**src/rtl/bgPipePkg.sv**
```systemverilog
package bgPipePkg;
  typedef struct packed {
    logic shiftEn;
    logic loadEn;
    logic visible;
    logic lastCol;
  } pipeStrobe_t;
endpackage

```
**src/rtl/bgPipeCtrl.sv**
```systemverilog
module bgPipeCtrl
  import bgPipePkg::*;
#(
  parameter int VIS       = 256,
  parameter int LINE_DOTS = 341,
  parameter int DOT_W     = 9
) (
  input  logic [DOT_W-1:0] dotX,
  output pipeStrobe_t      strb
);
  localparam int PRE_START = LINE_DOTS - 16;

  logic       inVis;
  logic       inPre;
  logic [2:0] preOff;

  // phase of the dot inside the prefetch window, modulo one tile
  assign preOff = dotX[2:0] - 3'(PRE_START % 8);
  assign inVis  = dotX < DOT_W'(VIS);
  assign inPre  = (dotX >= DOT_W'(PRE_START)) && (dotX < DOT_W'(LINE_DOTS));

  always_comb begin
    strb.visible = inVis;
    strb.shiftEn = inVis | inPre;
    strb.loadEn  = (inVis && dotX[2:0] == 3'd7) || (inPre && preOff == 3'd7);
    strb.lastCol = dotX == DOT_W'(VIS - 1);
  end
endmodule

```
**src/rtl/bgPipeData.sv**
```systemverilog
module bgPipeData
  import bgPipePkg::*;
#(
  parameter logic [3:0] GREY_MASK = 4'b1100
) (
  input  logic        clk,
  input  logic        rst_n,
  input  pipeStrobe_t strb,
  input  logic        frameStart,
  input  logic [7:0]  patLo,
  input  logic [7:0]  patHi,
  input  logic [1:0]  attrBits,
  input  logic [2:0]  fineX,
  input  logic        spr0Opaque,
  input  logic        greyMode,
  output logic [3:0]  pixIdx,
  output logic        pixValid,
  output logic        spr0Hit
);
  localparam int PLANES = 4;
  localparam int SR_W   = 16;

  logic [7:0]      planeIn [PLANES];
  logic [SR_W-1:0] planeSr [PLANES];
  logic [3:0]      rawIdx;
  logic [3:0]      sel;
  logic            bgOpaque;
  logic            hitNow;
  logic            hitSticky;

  assign planeIn[0] = patLo;
  assign planeIn[1] = patHi;
  assign planeIn[2] = {8{attrBits[0]}};
  assign planeIn[3] = {8{attrBits[1]}};
  assign sel        = 4'd15 - {1'b0, fineX};

  for (genvar p = 0; p < PLANES; p++) begin : g_plane
    always_ff @(posedge clk) begin
      if (!rst_n)
        planeSr[p] <= '0;
      else if (strb.loadEn)
        planeSr[p] <= {planeSr[p][SR_W-2:7], planeIn[p]};
      else if (strb.shiftEn)
        planeSr[p] <= {planeSr[p][SR_W-2:0], 1'b0};
    end
    assign rawIdx[p] = planeSr[p][sel];
  end

  assign bgOpaque = rawIdx[1:0] != 2'b00;
  assign hitNow   = strb.visible && !strb.lastCol && bgOpaque && spr0Opaque;
  assign pixValid = rst_n && strb.visible;
  assign pixIdx   = pixValid ? (rawIdx & (greyMode ? GREY_MASK : 4'hF)) : 4'h0;
  assign spr0Hit  = rst_n && ((hitSticky && !frameStart) || hitNow);

  always_ff @(posedge clk) begin
    if (!rst_n)
      hitSticky <= 1'b0;
    else if (frameStart)
      hitSticky <= hitNow;
    else if (hitNow)
      hitSticky <= 1'b1;
  end

  assert_load_in_window_R2: assert property (@(posedge clk) disable iff (!rst_n)
    strb.loadEn |-> strb.shiftEn);
  assert_hit_rise_opaque_R4: assert property (@(posedge clk) disable iff (!rst_n)
    $rose(spr0Hit) |-> (spr0Opaque && pixValid));
  assert_hit_holds_R4: assert property (@(posedge clk) disable iff (!rst_n)
    (spr0Hit && !frameStart) |=> spr0Hit || frameStart);
  assert_no_last_col_R5: assert property (@(posedge clk) disable iff (!rst_n)
    (strb.lastCol && !hitSticky) |-> !spr0Hit);
  assert_frame_clear_R6: assert property (@(posedge clk) disable iff (!rst_n)
    (frameStart && !spr0Opaque) |=> !hitSticky);
  assert_grey_mask_R7: assert property (@(posedge clk) disable iff (!rst_n)
    greyMode |-> ((pixIdx & ~GREY_MASK) == 4'h0));
  assert_blank_outside_R10: assert property (@(posedge clk) disable iff (!rst_n)
    !pixValid |-> (pixIdx == 4'h0));
endmodule

```
**src/rtl/bgShiftPipe.sv**
```systemverilog
module bgShiftPipe
  import bgPipePkg::*;
#(
  parameter int         VIS       = 256,
  parameter int         LINE_DOTS = 341,
  parameter int         DOT_W     = 9,
  parameter logic [3:0] GREY_MASK = 4'b1100
) (
  input  logic             clk,
  input  logic             rst_n,
  input  logic             frameStart,
  input  logic [DOT_W-1:0] dotX,
  input  logic [7:0]       patLo,
  input  logic [7:0]       patHi,
  input  logic [1:0]       attrBits,
  input  logic [2:0]       fineX,
  input  logic             spr0Opaque,
  input  logic             greyMode,
  output logic [3:0]       pixIdx,
  output logic             pixValid,
  output logic             spr0Hit
);
  pipeStrobe_t strb;

  initial begin
    assert (VIS % 8 == 0 && LINE_DOTS >= VIS + 16 && LINE_DOTS <= (1 << DOT_W))
      else $error("bgShiftPipe: bad line geometry");
  end

  bgPipeCtrl #(.VIS(VIS), .LINE_DOTS(LINE_DOTS), .DOT_W(DOT_W)) u_ctrl (
    .dotX (dotX),
    .strb (strb)
  );

  bgPipeData #(.GREY_MASK(GREY_MASK)) u_data (
    .clk        (clk),
    .rst_n      (rst_n),
    .strb       (strb),
    .frameStart (frameStart),
    .patLo      (patLo),
    .patHi      (patHi),
    .attrBits   (attrBits),
    .fineX      (fineX),
    .spr0Opaque (spr0Opaque),
    .greyMode   (greyMode),
    .pixIdx     (pixIdx),
    .pixValid   (pixValid),
    .spr0Hit    (spr0Hit)
  );
endmodule

```
**config.mk**
```make
export PLATFORM = sky130hd
export DESIGN_NAME = bgShiftPipe
export DESIGN_NICKNAME = d
export VERILOG_FILES = /design/src/rtl/bgPipePkg.sv /design/src/rtl/bgPipeCtrl.sv /design/src/rtl/bgPipeData.sv /design/src/rtl/bgShiftPipe.sv
export SDC_FILE = /design/constraint.sdc
export NUM_CORES = 1
export LEC_CHECK = 0
export BUFFER_PORTS_ARGS = -buffer_cell sky130_fd_sc_hd__buf_2
export CAP_MARGIN = 5
export CORE_MARGIN = 2
export CORE_UTILIZATION = 35
export DETAILED_ROUTE_END_ITERATION = 12
export REMOVE_ABC_BUFFERS = 1
export SYNTH_ARGS = -nofsm -noshare
export SYNTH_HDL_FRONTEND = slang
export SYNTH_SLANG_ARGS = --single-unit
```
**constraint.sdc**
```tcl
create_clock -name clk -period 2.9 [get_ports clk]
set_clock_uncertainty 0.15 [all_clocks]
set_input_delay 0.145 -clock clk [delete_from_list [all_inputs] [get_ports clk]]
set_output_delay 0.145 -clock clk [all_outputs]
set_load 0.01 [all_outputs]
```
==> results of run 1 <==
==> timing repair <==
item / in CTS / in global routing
gates resized for setup: 0 / 0
hold buffers: 18 / 0
setup buffers: 0 / 0
endpoints found under the hold margin: 17 / 0
setup endpoints to repair: 0 / 0
==> metal layers <==
layer	part of all wire, %	vias to the layer above	wire (um)
li1	-	877	-
met1	49	919	2650
met2	45	42	2466
met3	4.2	10	228
met4	2.0	0	107
met5	0	-	0
==> worst paths after layout <==
kind	startpoint	endpoint	slack [ns]	cells past startpoint
worst max-delay path	u_data.planeSr[0][8]	u_data.hitSticky	0.70	5
worst min-delay path	attrBits[0]	u_data.planeSr[2][4]	0.06	2
worst max register to register	u_data.planeSr[0][8]	u_data.hitSticky	0.70	5
worst min register to register	u_data.planeSr[3][7]	u_data.planeSr[3][8]	0.37	1
==> cells in the final DEF (no fill, tap or decap) <==
cell type                        n
sky130_fd_sc_hd__a211o_1         1
sky130_fd_sc_hd__a211o_2         1
sky130_fd_sc_hd__a211oi_2        1
sky130_fd_sc_hd__a32o_1         11
sky130_fd_sc_hd__a32o_2         17
sky130_fd_sc_hd__a41oi_4         1
sky130_fd_sc_hd__and2_1         37
sky130_fd_sc_hd__and4b_2         1
sky130_fd_sc_hd__and4bb_2        1
sky130_fd_sc_hd__buf_12          1
sky130_fd_sc_hd__buf_2          40
sky130_fd_sc_hd__buf_4           2
sky130_fd_sc_hd__bufinv_16       1
sky130_fd_sc_hd__clkbuf_8        9
sky130_fd_sc_hd__clkinv_4        5
sky130_fd_sc_hd__clkinvlp_4      1
sky130_fd_sc_hd__dfxtp_1         1
sky130_fd_sc_hd__dlygate4sd3_1  18
sky130_fd_sc_hd__edfxtp_1       64
sky130_fd_sc_hd__inv_1           1
sky130_fd_sc_hd__mux2i_1         4
sky130_fd_sc_hd__mux4_2          8
sky130_fd_sc_hd__nand2_1         6
sky130_fd_sc_hd__nand2b_1        1
sky130_fd_sc_hd__nand3_1         3
sky130_fd_sc_hd__nand3_2         1
sky130_fd_sc_hd__nand4_1         1
sky130_fd_sc_hd__nor2_1          4
sky130_fd_sc_hd__nor3_1          3
sky130_fd_sc_hd__o211a_1         1
sky130_fd_sc_hd__o21ai_0         2
sky130_fd_sc_hd__o21ai_1         1
sky130_fd_sc_hd__o21ai_2         1
sky130_fd_sc_hd__o21ai_4         1
==> state kept, by name, indices dropped and copies added, names as in the netlist <==
register,flops
u_data.hitSticky,1
u_data.planeSr,64
==> worst reg2reg max path: cells and delay by family (launching register included) <==
| family | cells | cell delay (ns) |
|---|---|---|
| compound gates | 2 | 0.26 |
| buf+inv | 1 | 0.56 |
| flops | 1 | 0.40 |
| mux | 2 | 0.73 |
==> final cells by class <==
cell class	count	area, um^2	area share [%]
Inverter	1	3.754	0.1022
Clock inverter	7	81.33	2.214
Timing Repair Buffer	61	415.4	11.31
Sequential cell	65	1942	52.86
Clock buffer	9	123.9	3.372
Tap cell	105	131.4	3.576
Multi-Input combinational cell	108	975.9	26.57
==> metrics by stage <==
step                      util (%)  hold WS, ns  total power [mW]
final                        44.48      0.05890             2.084
after CTS                    44.48      0.02363             2.121
after global routing         44.48      0.04552             2.170
after global placement       39.82       0.2136             1.305
after detailed placement     39.82       0.2263             1.310
after floorplan                  -       0.1060             1.233
==> power by group through the flow <==
stage	Sequential [mW]	Clock, mW	Combinational, mW
after floorplan	1.14	0	0.0965
after global placement	1.14	0	0.163
after detailed placement	1.14	0	0.166
after CTS	1.12	0.813	0.185
after global routing	1.13	0.837	0.202
final	1.12	0.778	0.183
==> cell families (layout without fill, tap and decap cells) <==
logic type | Yosys count | count (layout) | synth area share [%]
multiplexers | 12 | 12 | 7.321
flip-flops | 65 | 65 | 64.56
AND/OR/NAND/NOR | 58 | 58 | 11.31
AO/OA/AOI/OAI | 38 | 38 | 13.64
buffers and inverters | 15 | 78 | 3.161
==> metrics.log, run 1 <==
INFO  metric outcome = finished clean
INFO  metric timing.critical_path.arrival = 2.29 ns
INFO  metric p_seq_share = 53.9%
INFO  metric path_clk_slew = 0.08 ns
INFO  metric critical-path-slowest-cell = sky130_fd_sc_hd__dlygate4sd3_1
INFO  metric worst_hold_path_type = in2reg
INFO  metric final-setup-viol-count = 0
INFO  metric ant_nets = 0
INFO  metric synth_ff_type = sky130_fd_sc_hd__edfxtp_1
INFO  metric first_iteration_detailed_routing_drc_count = 118
INFO  metric finalMaxSlewViolations = 0
INFO  metric max_freq = 453.9 MHz
INFO  metric detail_route.wl_per_cell = 15.31 um
INFO  metric drt_drc_violations_left = 0
INFO  metric final_critical_path_setup_slack = 0.6971 ns
INFO  metric cts_htree_levels = 3
INFO  metric core = 8258 um^2
INFO  metric finalHoldViolations = 0
INFO  metric antenna_cells_inserted = 0
INFO  metric stdcell_area = 3674 um^2
INFO  metric dominant_cell_by_count_in_the_synthesized_netlist = sky130_fd_sc_hd__edfxtp_1
INFO  metric floorplan.initialDensity = 36.42%
INFO  metric clock_insertion_delay_worst_skew = 0.34 ns
INFO  metric synthToLayoutAreaGrowth = 22.13%
INFO  metric synthDominantAreaCellType = sky130_fd_sc_hd__edfxtp_1
INFO  metric cellLeakagePower = 1.499 nW
INFO  metric finalNonFillerCells = 356
INFO  metric syn-cell-area = 3008 um^2
INFO  metric final_net_count = 281
INFO  metric internal-power = 1.596 mW
INFO  metric cts-root-to-sink-buffers = 2
INFO  metric synth-seq-area-share = 64.56%
INFO  metric routed_wl = 5.452 mm
INFO  metric combinationalPowerShare = 8.8%
INFO  metric place.gp.congestion = 0.7316
INFO  metric placement.setup.worst_slack = 0.7377 ns
INFO  metric gr-usage-met3 = 4.263%
INFO  metric cts.root.buffer_cell = sky130_fd_sc_hd__clkbuf_8
INFO  metric post_detailed_route_via_to_cell_ratio = 5.191
INFO  metric max_slew.worst_pin.slew = 0.8498 ns
INFO  metric yosys_warnings = 0
INFO  metric power.ir.vdd_worst = 0.0003229 V
INFO  metric postSynthRegisterBits = 65
INFO  metric setup_total_negative_slack = 0 ns
INFO  metric worstSetupPathType = reg2reg
INFO  metric power_frac_clock = 37.3%
INFO  metric grt_pass1_wl = 9.266 mm
INFO  metric ys_top_cells_by_area = sky130_fd_sc_hd__edfxtp_1 (64%), sky130_fd_sc_hd__and2_1 (7.7%), sky130_fd_sc_hd__a32o_2 (6.4%), sky130_fd_sc_hd__mux4_2 (6.0%), sky130_fd_sc_hd__a32o_1 (3.7%)
INFO  metric worst-endpoint-required = 2.99 ns
INFO  metric core.rowCount = 33
INFO  metric hpwlAfterDp = 3.157 mm
INFO  metric first_global_vias = 1833
INFO  metric finalWorstPathRequiredPeriod = 2.203 ns
INFO  metric synth.top_cells.by_count = sky130_fd_sc_hd__edfxtp_1 (64), sky130_fd_sc_hd__and2_1 (37), sky130_fd_sc_hd__a32o_2 (17)
INFO  metric rsz0062_at_grt = no
INFO  metric netlist_instances = 188
INFO  metric post_dp_cell_area = 3288 um^2
INFO  metric post-place-cells = 322
INFO  metric tritoncts = yes
INFO  metric synth-edff-count = 64
INFO  metric timing.critical_path.max_delay_family = multiplexers
INFO  metric worstPathCellList = mux4_2, mux2i_1, a211o_1, o21ai_0, dlygate4sd3_1
INFO  metric max_stage_delay = 0.56 ns
INFO  metric power.net_switching = 488.3 uW
INFO  metric final.fill_count = 744
INFO  metric port-buffer-count = 40
INFO  metric design.portCount = 41
INFO  metric clk_sinks = 65
INFO  metric grt_util_met1 = 17.74%
INFO  metric post_route_cells_drive_above_1_share = 36.65%
INFO  metric syn_avg_cell_area = 16.00 um^2
INFO  metric number_of_antenna_violations_at_the_first_check_in_global_routing = 0
INFO  metric detailedRoute.firstPassIterationCount = 4
INFO  metric dieHeight = 96.71 um
INFO  metric cts_buffers = 9
INFO  metric worstSetupEndpointType = flip-flop
INFO  metric p_sw_share = 23.43%
INFO  metric route.vias.total = 1848
INFO  metric path_max_fanout = 2
INFO  metric max_cap_violations = 0
INFO  metric chipWidth = 96.71 um
INFO  metric grt_usage = 12.56%
INFO  metric worst_setup_path_start_kind = flip-flop
INFO  metric pwr_density_cell = 567.4 nW/um^2
INFO  metric grt-ovfl-total = 0
INFO  metric grt_max_degree = 61
INFO  metric crit_buf_inv = 1
INFO  metric floorplan.die_area = 9352 um^2
INFO  metric relSlewSlack = 43.16%
INFO  metric final_min_period_over_clock_period = 75.96%
INFO  metric synth_largest_type_area_fraction = 63.89%
INFO  metric most_used_layer_global_route = met1
INFO  metric grtUsageMet2 = 17.57%
INFO  metric synth_async_sr_flop_share = 0%
INFO  metric synth_cell_types = 29
(Power assumes the default switching activity.)
==> run 2: changes to the inputs <==
ABC_AREA = 1   (was default)
clock period = 2 ns   (was 2.9 ns; I/O delays follow)
==> run 2 against run 1 <==
Critical endpoint is now spr0Hit. Synthesized cell count increased by 65%. Wire length up 9.9%. First-iteration DRC count down 39%. Largest cell class unchanged. Worst setup slack worse by 0.45 ns. Synthesized area is 2.0% higher. Combinational power up 66%. Sequential power grew 46%. Worst hold slack got worse by 0.0091 ns. Final area up 1.6%. Highest routed layer unchanged. Clock power up 19%.
==> metrics.log, run 2 <==
INFO  metric post_detailed_route_via_to_cell_ratio = 4.574 (-12%)
INFO  metric synth_cell_types = 27 (-6.9%)
INFO  metric synth_ff_type = sky130_fd_sc_hd__edfxtp_1
INFO  metric utilization = 43.42% (-1.1 points)
INFO  metric crit-reg2reg-launch = u_data.planeSr[1][8]
INFO  metric synth-seq-area-share = 63.32% (-1.2 points)
INFO  metric synth.top_cells.by_count = sky130_fd_sc_hd__nand2_1 (73), sky130_fd_sc_hd__edfxtp_1 (64), sky130_fd_sc_hd__inv_1 (44)
INFO  metric hold-path-endpoint = u_data.hitSticky
INFO  metric port-buffer-count = 40 (unchanged)
INFO  metric total_power = 2.869 mW (+38%)
INFO  metric first_iteration_detailed_routing_drc_count = 72 (-39%)
INFO  metric synth-edff-count = 64 (unchanged)
INFO  metric power.net_switching = 702.8 uW (+44%)
INFO  metric ys_top_cells_by_area = sky130_fd_sc_hd__edfxtp_1 (63%), sky130_fd_sc_hd__nand2_1 (8.9%), sky130_fd_sc_hd__inv_1 (5.4%), sky130_fd_sc_hd__nor2_1 (5.1%), sky130_fd_sc_hd__nand3_1 (3.6%)
INFO  metric worstPathCellList = inv_1, nand2_1, o211ai_1, nand2_1, nand2_1, nand2_1, nor2_1, o22ai_1, buf_2
INFO  metric grt_pass1_wl = 10.05 mm (+8.5%)
INFO  metric clock_insertion_delay_worst_skew = 0.33 ns (about the same)
INFO  metric clk_sinks = 65 (unchanged)
INFO  metric route.vias.total = 2232 (+21%)
INFO  metric postSynthRegisterBits = 65 (unchanged)
INFO  metric grt_usage = 13.24% (+0.68 points)
INFO  metric synth_largest_type_area_fraction = 62.67% (-1.2 points)
INFO  metric multi_input_comb_area = 883.3 um^2 (-9.5%)
INFO  metric worst-endpoint-required = 1.75 ns (-1.24 ns)
INFO  metric finalMaxSlewViolations = 0 (unchanged)
INFO  metric power_frac_clock = 32.4% (-4.9 points)
INFO  metric detail_route.wl_per_cell = 12.27 um (-20%)
INFO  metric post-place-cells = 455 (+41%)
INFO  metric dieHeight = 97.61 um (+0.93%)
INFO  metric floorplan.die_area = 9527 um^2 (+1.9%)
INFO  metric max_slew.worst_pin.slew = 0.4595 ns (-0.3904 ns)
INFO  metric worstSetupPathType = reg2out
INFO  metric detailedRoute.firstPassIterationCount = 5 (+1)
INFO  metric max_stage_delay = 0.37 ns (-0.19 ns)
INFO  metric finalWorstPathRequiredPeriod = 1.758 ns
INFO  metric final.fill_count = 866 (+16%)
INFO  metric cts_buffers = 9 (unchanged)
INFO  metric synthToLayoutAreaGrowth = 21.66%
INFO  metric finalHoldViolations = 0 (unchanged)
INFO  metric final_min_period_over_clock_period = 87.89%
INFO  metric top_register = u_data.planeSr
INFO  metric p_sw_share = 24.50% (+1.1 points)
INFO  metric largest_register_ff_count = 64 (unchanged)
INFO  metric synth_async_sr_flop_share = 0% (unchanged)
INFO  metric grt_max_degree = 33 (-46%)
INFO  metric post_route_cells_drive_above_1_share = 21.32% (-15 points)
INFO  metric final-setup-viol-count = 0 (unchanged)
INFO  metric routed_wl = 5.990 mm (+9.9%)
INFO  metric max_freq = 568.9 MHz
INFO  metric syn_avg_cell_area = 9.861 um^2 (-38%)
INFO  metric placement.setup.worst_slack = 0.2623 ns (-0.4754 ns)
INFO  metric cts-root-to-sink-buffers = 2 (unchanged)
INFO  metric worstSetupEndpointType = output port
INFO  metric ant_nets = 0 (unchanged)
INFO  metric internal-power = 2.166 mW (+36%)
INFO  metric path_clk_slew = 0.07 ns (about the same)
INFO  metric combinationalPowerShare = 10.6% (+1.8 points)
INFO  metric capturing_point_of_the_worst_reg2reg_path = u_data.hitSticky
INFO  metric netlist_instances = 311 (+65%)
INFO  metric antenna_cells_inserted = 0 (unchanged)
INFO  metric path_max_fanout = 2 (unchanged)
INFO  metric final_critical_path_setup_slack = 0.2421 ns (-0.4549 ns)
INFO  metric hp-start = spr0Opaque
INFO  metric drt_drc_violations_left = 0 (unchanged)
INFO  metric worst_setup_path_start_kind = flip-flop
INFO  metric syn-cell-area = 3067 um^2 (+2.0%)
INFO  metric max_cap_violations = 0 (unchanged)
INFO  metric grt-ovfl-total = 0 (unchanged)
INFO  metric r2r_slack = 0.68 ns (-0.02 ns)
INFO  metric cts.root.buffer_cell = sky130_fd_sc_hd__clkbuf_8
INFO  metric setup_total_negative_slack = 0 ns (unchanged)
INFO  metric hpwlAfterDp = 3.928 mm (+24%)
INFO  metric p_seq_share = 57.0% (+3.1 points)
INFO  metric largestRegisters = u_data.planeSr: 64 flops, u_data.hitSticky: 1 flops
INFO  metric pwr_density_cell = 768.9 nW/um^2 (+36%)
INFO  metric yosys_warnings = 0 (unchanged)
INFO  metric tritoncts = yes
INFO  metric design.portCount = 41 (unchanged)
INFO  metric core = 8593 um^2 (+4.1%)
INFO  metric layout_commonest_cell = sky130_fd_sc_hd__nand2_1
INFO  metric cellLeakagePower = 1.698 nW (+13%)
INFO  metric power.ir.vdd_worst = 0.0005327 V (+65%)
INFO  metric first_global_vias = 2205 (+20%)
INFO  metric layout.area.seq = 1942 um^2 (unchanged)
INFO  metric cts_post_setup_buffers_inserted = 0 (unchanged)
INFO  metric place.gp.congestion = 0.7568 (+3.4%)
INFO  metric final_net_count = 410 (+46%)
INFO  metric worst_hold_path_type = in2reg
INFO  metric synthDominantAreaCellType = sky130_fd_sc_hd__edfxtp_1
INFO  metric number_of_antenna_violations_at_the_first_check_in_global_routing = 0 (unchanged)
INFO  metric critical-path-slowest-cell = sky130_fd_sc_hd__edfxtp_1
INFO  metric cts_htree_levels = 3 (unchanged)
INFO  metric finalNonFillerCells = 488 (+37%)
INFO  metric layout.cells.most_common_list = sky130_fd_sc_hd__nand2_1 (72), sky130_fd_sc_hd__edfxtp_1 (64), sky130_fd_sc_hd__inv_1 (44)
INFO  metric outcome = finished clean
INFO  metric r2r.worst_path.cells = 8 (+3)
INFO  metric relSlewSlack = 69.37% (+26 points)
INFO  metric worstHoldPathCells = 3 (+1)
INFO  metric rsz0062_at_grt = no
INFO  metric dominant_cell_by_count_in_the_synthesized_netlist = sky130_fd_sc_hd__nand2_1
INFO  metric cpMostUsedCell = sky130_fd_sc_hd__nand2_1
INFO  metric floorplan.initialDensity = 35.69% (-0.74 points)
INFO  metric chipWidth = 97.61 um (+0.93%)
INFO  metric timing.critical_path.arrival = 1.51 ns (-0.78 ns)
INFO  metric core.rowCount = 34 (+3.0%)
run 2: power by group through the flow:
stage	combinational, mW	sequential [mW]	clock [mW]
finish	0.304	1.64	0.929
floorplan	0.157	1.66	0
global route	0.343	1.65	1.02
detailed placement	0.281	1.67	0
CTS	0.306	1.64	0.961
global placement	0.275	1.66	0
run 2: final cells by class:
type / count / area share, %
flip-flops and latches: 65 / 52.05
multi-input cells: 190 / 23.68
repair buffers: 65 / 11.87
inverters: 44 / 4.427
well taps: 108 / 3.622
clock buffers: 10 / 3.421
clock inverters: 6 / 0.9390
run 2: metrics by stage:
stage	hold slack, ns	area (um^2)
detailed placement	0.1950	3398
floorplan	0.06391	2988
CTS	0.02300	3731
global placement	0.1737	3398
finish	0.04977	3731
global route	0.04371	3731
run 2: worst max-delay path by stage:
stage	cells past startpoint	start	end	slack, ns
final	9	u_data.planeSr[1][8]	spr0Hit	0.24
after CTS	9	u_data.planeSr[1][8]	spr0Hit	0.21
after floorplan	7	dotX[3]	u_data.planeSr[0][0]	-1.08
after global placement	9	dotX[3]	u_data.planeSr[1][15]	0.29
after global routing	9	u_data.planeSr[1][12]	spr0Hit	0.10
after detailed placement	9	dotX[3]	u_data.planeSr[1][12]	0.26
run 2: cell families (layout without fill, tap and decap cells):
kind of cell           Yosys count  count (layout)  synth area share [%]
AOI/OAI and AO/OA               33              33                 6.079
buffers and inverters           56             125                 7.955
DFF                             65              65                 63.32
and+or+nand+nor                157             157                 22.64
run 2: critical path, delay by kind of cell, from the launching register on:
kind	cells	cell delay, ns
AOI/OAI and AO/OA	2	0.18
DFF	1	0.37
and+or+nand+nor	5	0.41
buffers and inverters	2	0.23
run 2: routing by layer:
| metal | routed length (um) | track usage, % |
|---|---|---|
| met5 | 0 | 0 |
| met4 | 69 | 3.846 |
| met3 | 270 | 5.108 |
| met2 | 2786 | 21.17 |
| met1 | 2863 | 16.77 |
run 2: what timing repair did:
item,in CTS,in global routing
hold buffers,17,0
resized for setup,0,0
endpoints found under the hold margin,17,0
==> run 3: changes to the inputs <==
PLACE_DENSITY = 0.53   (was default)
==> run 3 against run 2 <==
Final area grew 2.3%. Utilization up 0.99 points. Critical path depth unchanged. Non-clock buffer count stayed put. Flip-flop and latch count did not move. Sequential power about the same. Largest power group unchanged.
==> metrics.log, run 3 (same netlist as run 2, synthesis figures left out) <==
INFO  metric path_max_fanout = 2 (unchanged)
INFO  metric post_detailed_route_via_to_cell_ratio = 4.574 (unchanged)
INFO  metric synthToLayoutAreaGrowth = 24.44%
INFO  metric layout.area.seq = 1942 um^2 (unchanged)
INFO  metric first_iteration_detailed_routing_drc_count = 64 (-11%)
INFO  metric detailedRoute.firstPassIterationCount = 4 (-1)
INFO  metric stdcell_area = 3816 um^2 (+2.3%)
INFO  metric total_power = 3.255 mW (+13%)
INFO  metric relSlewSlack = 70.56% (+1.2 points)
INFO  metric finalHoldViolations = 0 (unchanged)
INFO  metric path_clk_slew = 0.07 ns (about the same)
INFO  metric cts_post_setup_buffers_inserted = 0 (unchanged)
INFO  metric finalMaxSlewViolations = 0 (unchanged)
INFO  metric max_slew.worst_pin.slew = 0.4415 ns (-0.01794 ns)
INFO  metric detail_route.wl_per_cell = 12.02 um (-2.1%)
INFO  metric cts_buffers = 9 (unchanged)
INFO  metric cellLeakagePower = 1.728 nW (+1.8%)
INFO  metric worstSetupEndpointType = output port
INFO  metric grt-ovfl-total = 0 (unchanged)
INFO  metric final-setup-viol-count = 0 (unchanged)
INFO  metric cts-root-to-sink-buffers = 2 (unchanged)
INFO  metric routed_wl = 5.867 mm (-2.1%)
INFO  metric floorplan.die_area = 9527 um^2 (unchanged)
INFO  metric core.rowCount = 34 (unchanged)
INFO  metric first_global_vias = 2223 (+0.82%)
INFO  metric cts.root.buffer_cell = sky130_fd_sc_hd__clkbuf_8
INFO  metric post_route_cells_drive_above_1_share = 20.79% (-0.53 points)
INFO  metric worst-endpoint-required = 1.75 ns (about the same)
INFO  metric ant_nets = 0 (unchanged)
INFO  metric timing.critical_path.arrival = 1.53 ns (+0.02 ns)
INFO  metric hpwlAfterDp = 3.611 mm (-8.1%)
INFO  metric largestRegisters = u_data.planeSr: 64 flops, u_data.hitSticky: 1 flops
INFO  metric core = 8593 um^2 (unchanged)
INFO  metric worstSetupPathType = reg2out
INFO  metric floorplan.initialDensity = 35.69% (unchanged)
INFO  metric post_dp_cell_area = 3383 um^2 (-0.44%)
INFO  metric worst_setup_path_start_kind = flip-flop
INFO  metric grt_max_degree = 49 (+48%)
INFO  metric finalWorstPathRequiredPeriod = 1.783 ns (+0.02501 ns)
INFO  metric clock_insertion_delay_worst_skew = 0.33 ns (about the same)
INFO  metric drt_drc_violations_left = 0 (unchanged)
INFO  metric layout_commonest_cell = sky130_fd_sc_hd__nand2_1
INFO  metric final.fill_count = 874 (+0.92%)
INFO  metric worst_hold_path_type = in2reg
INFO  metric route.vias.total = 2232 (unchanged)
INFO  metric layout.cells.most_common_list = sky130_fd_sc_hd__nand2_1 (72), sky130_fd_sc_hd__edfxtp_1 (64), sky130_fd_sc_hd__inv_1 (44)
INFO  metric top_register = u_data.planeSr
INFO  metric port-buffer-count = 40 (unchanged)
INFO  metric final_min_period_over_clock_period = 89.14% (+1.3 points)
INFO  metric design.portCount = 41 (unchanged)
INFO  metric grt_pass1_wl = 9.894 mm (-1.6%)
INFO  metric clk_sinks = 65 (unchanged)
INFO  metric outcome = finished clean
INFO  metric setup_total_negative_slack = 0 ns (unchanged)
INFO  metric final_critical_path_setup_slack = 0.2171 ns (-0.02501 ns)
INFO  metric tritoncts = yes
INFO  metric max_cap_violations = 0 (unchanged)
INFO  metric max_freq = 560.9 MHz (-1.4%)
INFO  metric chipWidth = 97.61 um (unchanged)
INFO  metric number_of_antenna_violations_at_the_first_check_in_global_routing = 0 (unchanged)
INFO  metric grt_usage = 13.00% (-0.24 points)
INFO  metric place.gp.congestion = 0.7359 (-2.8%)
INFO  metric cts_htree_levels = 3 (unchanged)
INFO  metric largest_register_ff_count = 64 (unchanged)
INFO  metric pwr_density_cell = 852.9 nW/um^2 (+11%)
INFO  metric final_net_count = 410 (unchanged)
INFO  metric power.ir.vdd_worst = 0.0003818 V (-28%)
INFO  metric antenna_cells_inserted = 0 (unchanged)
INFO  metric dieHeight = 97.61 um (unchanged)
INFO  metric placement.setup.worst_slack = 0.2010 ns (-0.06130 ns)
INFO  metric multi_input_comb_area = 893.4 um^2 (+1.1%)
[run 3: changes by cell type in the layout (fill, tap and decap cells not counted)]
| cell | before | now |
|---|---|---|
| sky130_fd_sc_hd__buf_4 | 7 | 5 |
| sky130_fd_sc_hd__clkinv_2 | 4 | 0 |
| sky130_fd_sc_hd__nor2_1 | 42 | 40 |
| sky130_fd_sc_hd__dlygate4sd3_1 | 17 | 19 |
| sky130_fd_sc_hd__bufinv_16 | 0 | 3 |
| sky130_fd_sc_hd__nor2_2 | 1 | 2 |
| sky130_fd_sc_hd__clkinv_1 | 0 | 3 |
| sky130_fd_sc_hd__clkinvlp_4 | 2 | 1 |
| sky130_fd_sc_hd__clkbuf_1 | 1 | 0 |
| sky130_fd_sc_hd__nor2_4 | 1 | 2 |
[run 3: metrics by stage]
| stage | hold slack [ns] | utilization (%) | instances |
|---|---|---|---|
| 2_1_floorplan | 0.06391 | - | 299 |
| 3_3_place_gp | 0.1681 | 39.37 | 453 |
| 3_5_place_dp | 0.1711 | 39.37 | 453 |
| 4_1_cts | 0.006986 | 44.29 | 488 |
| 5_1_grt | 0.04241 | 44.41 | 488 |
| 6_report | 0.02762 | 44.41 | 488 |
[run 3: timing repair]
item | CTS | global route
hold buffers | 19 | 0
resized for setup | 0 | 3
hold endpoints to repair | 17 | 0
endpoints found under the setup margin | 0 | 3
[run 3: worst max-delay path, cell delays in order (launching register included)]
cell and delay [ns]:
sky130_fd_sc_hd__edfxtp_1 0.36, sky130_fd_sc_hd__inv_1 0.08, sky130_fd_sc_hd__nand2_1 0.05, sky130_fd_sc_hd__o211ai_1 0.10, sky130_fd_sc_hd__nand2_1 0.08, sky130_fd_sc_hd__nand2_1 0.06, sky130_fd_sc_hd__nand2_1 0.10, sky130_fd_sc_hd__nor2_4 0.17
sky130_fd_sc_hd__o22ai_1 0.08, sky130_fd_sc_hd__buf_2 0.14
[run 3: area by class of cell]
type	instances	share of cell area, %
Sequential cell	65	50.89
Tap cell	108	3.541
Clock inverter	7	2.852
Timing Repair Buffer	65	11.74
Clock buffer	9	3.246
Inverter	44	4.328
Multi-Input combinational cell	190	23.41
[run 3: path summary, 6_finish.rpt]
| path | start | to | slack [ns] | cells after the start |
|---|---|---|---|---|
| hold / removal | dotX[7] | u_data.hitSticky | 0.03 | 4 |
| setup / recovery | u_data.planeSr[1][8] | spr0Hit | 0.22 | 9 |
| setup reg to reg | u_data.planeSr[1][8] | u_data.hitSticky | 0.67 | 8 |
| hold reg to reg | u_data.hitSticky | u_data.hitSticky | 0.33 | 2 |
[run 3: per-layer routing]
metal	GRT usage, %	vias up	share of wire (%)
met5	0	-	0
met4	4.487	0	0
met3	4.101	0	3.7
met2	21.27	40	49
met1	16.30	1048	47
li1	-	1144	-
[run 3: power breakdown]
group / internal, mW / total [mW] / switching, mW
sequential: 1.61 / 1.64 / 0.0296
clock: 0.816 / 1.31 / 0.496
combinational: 0.121 / 0.308 / 0.187
total: 2.54 / 3.25 / 0.712
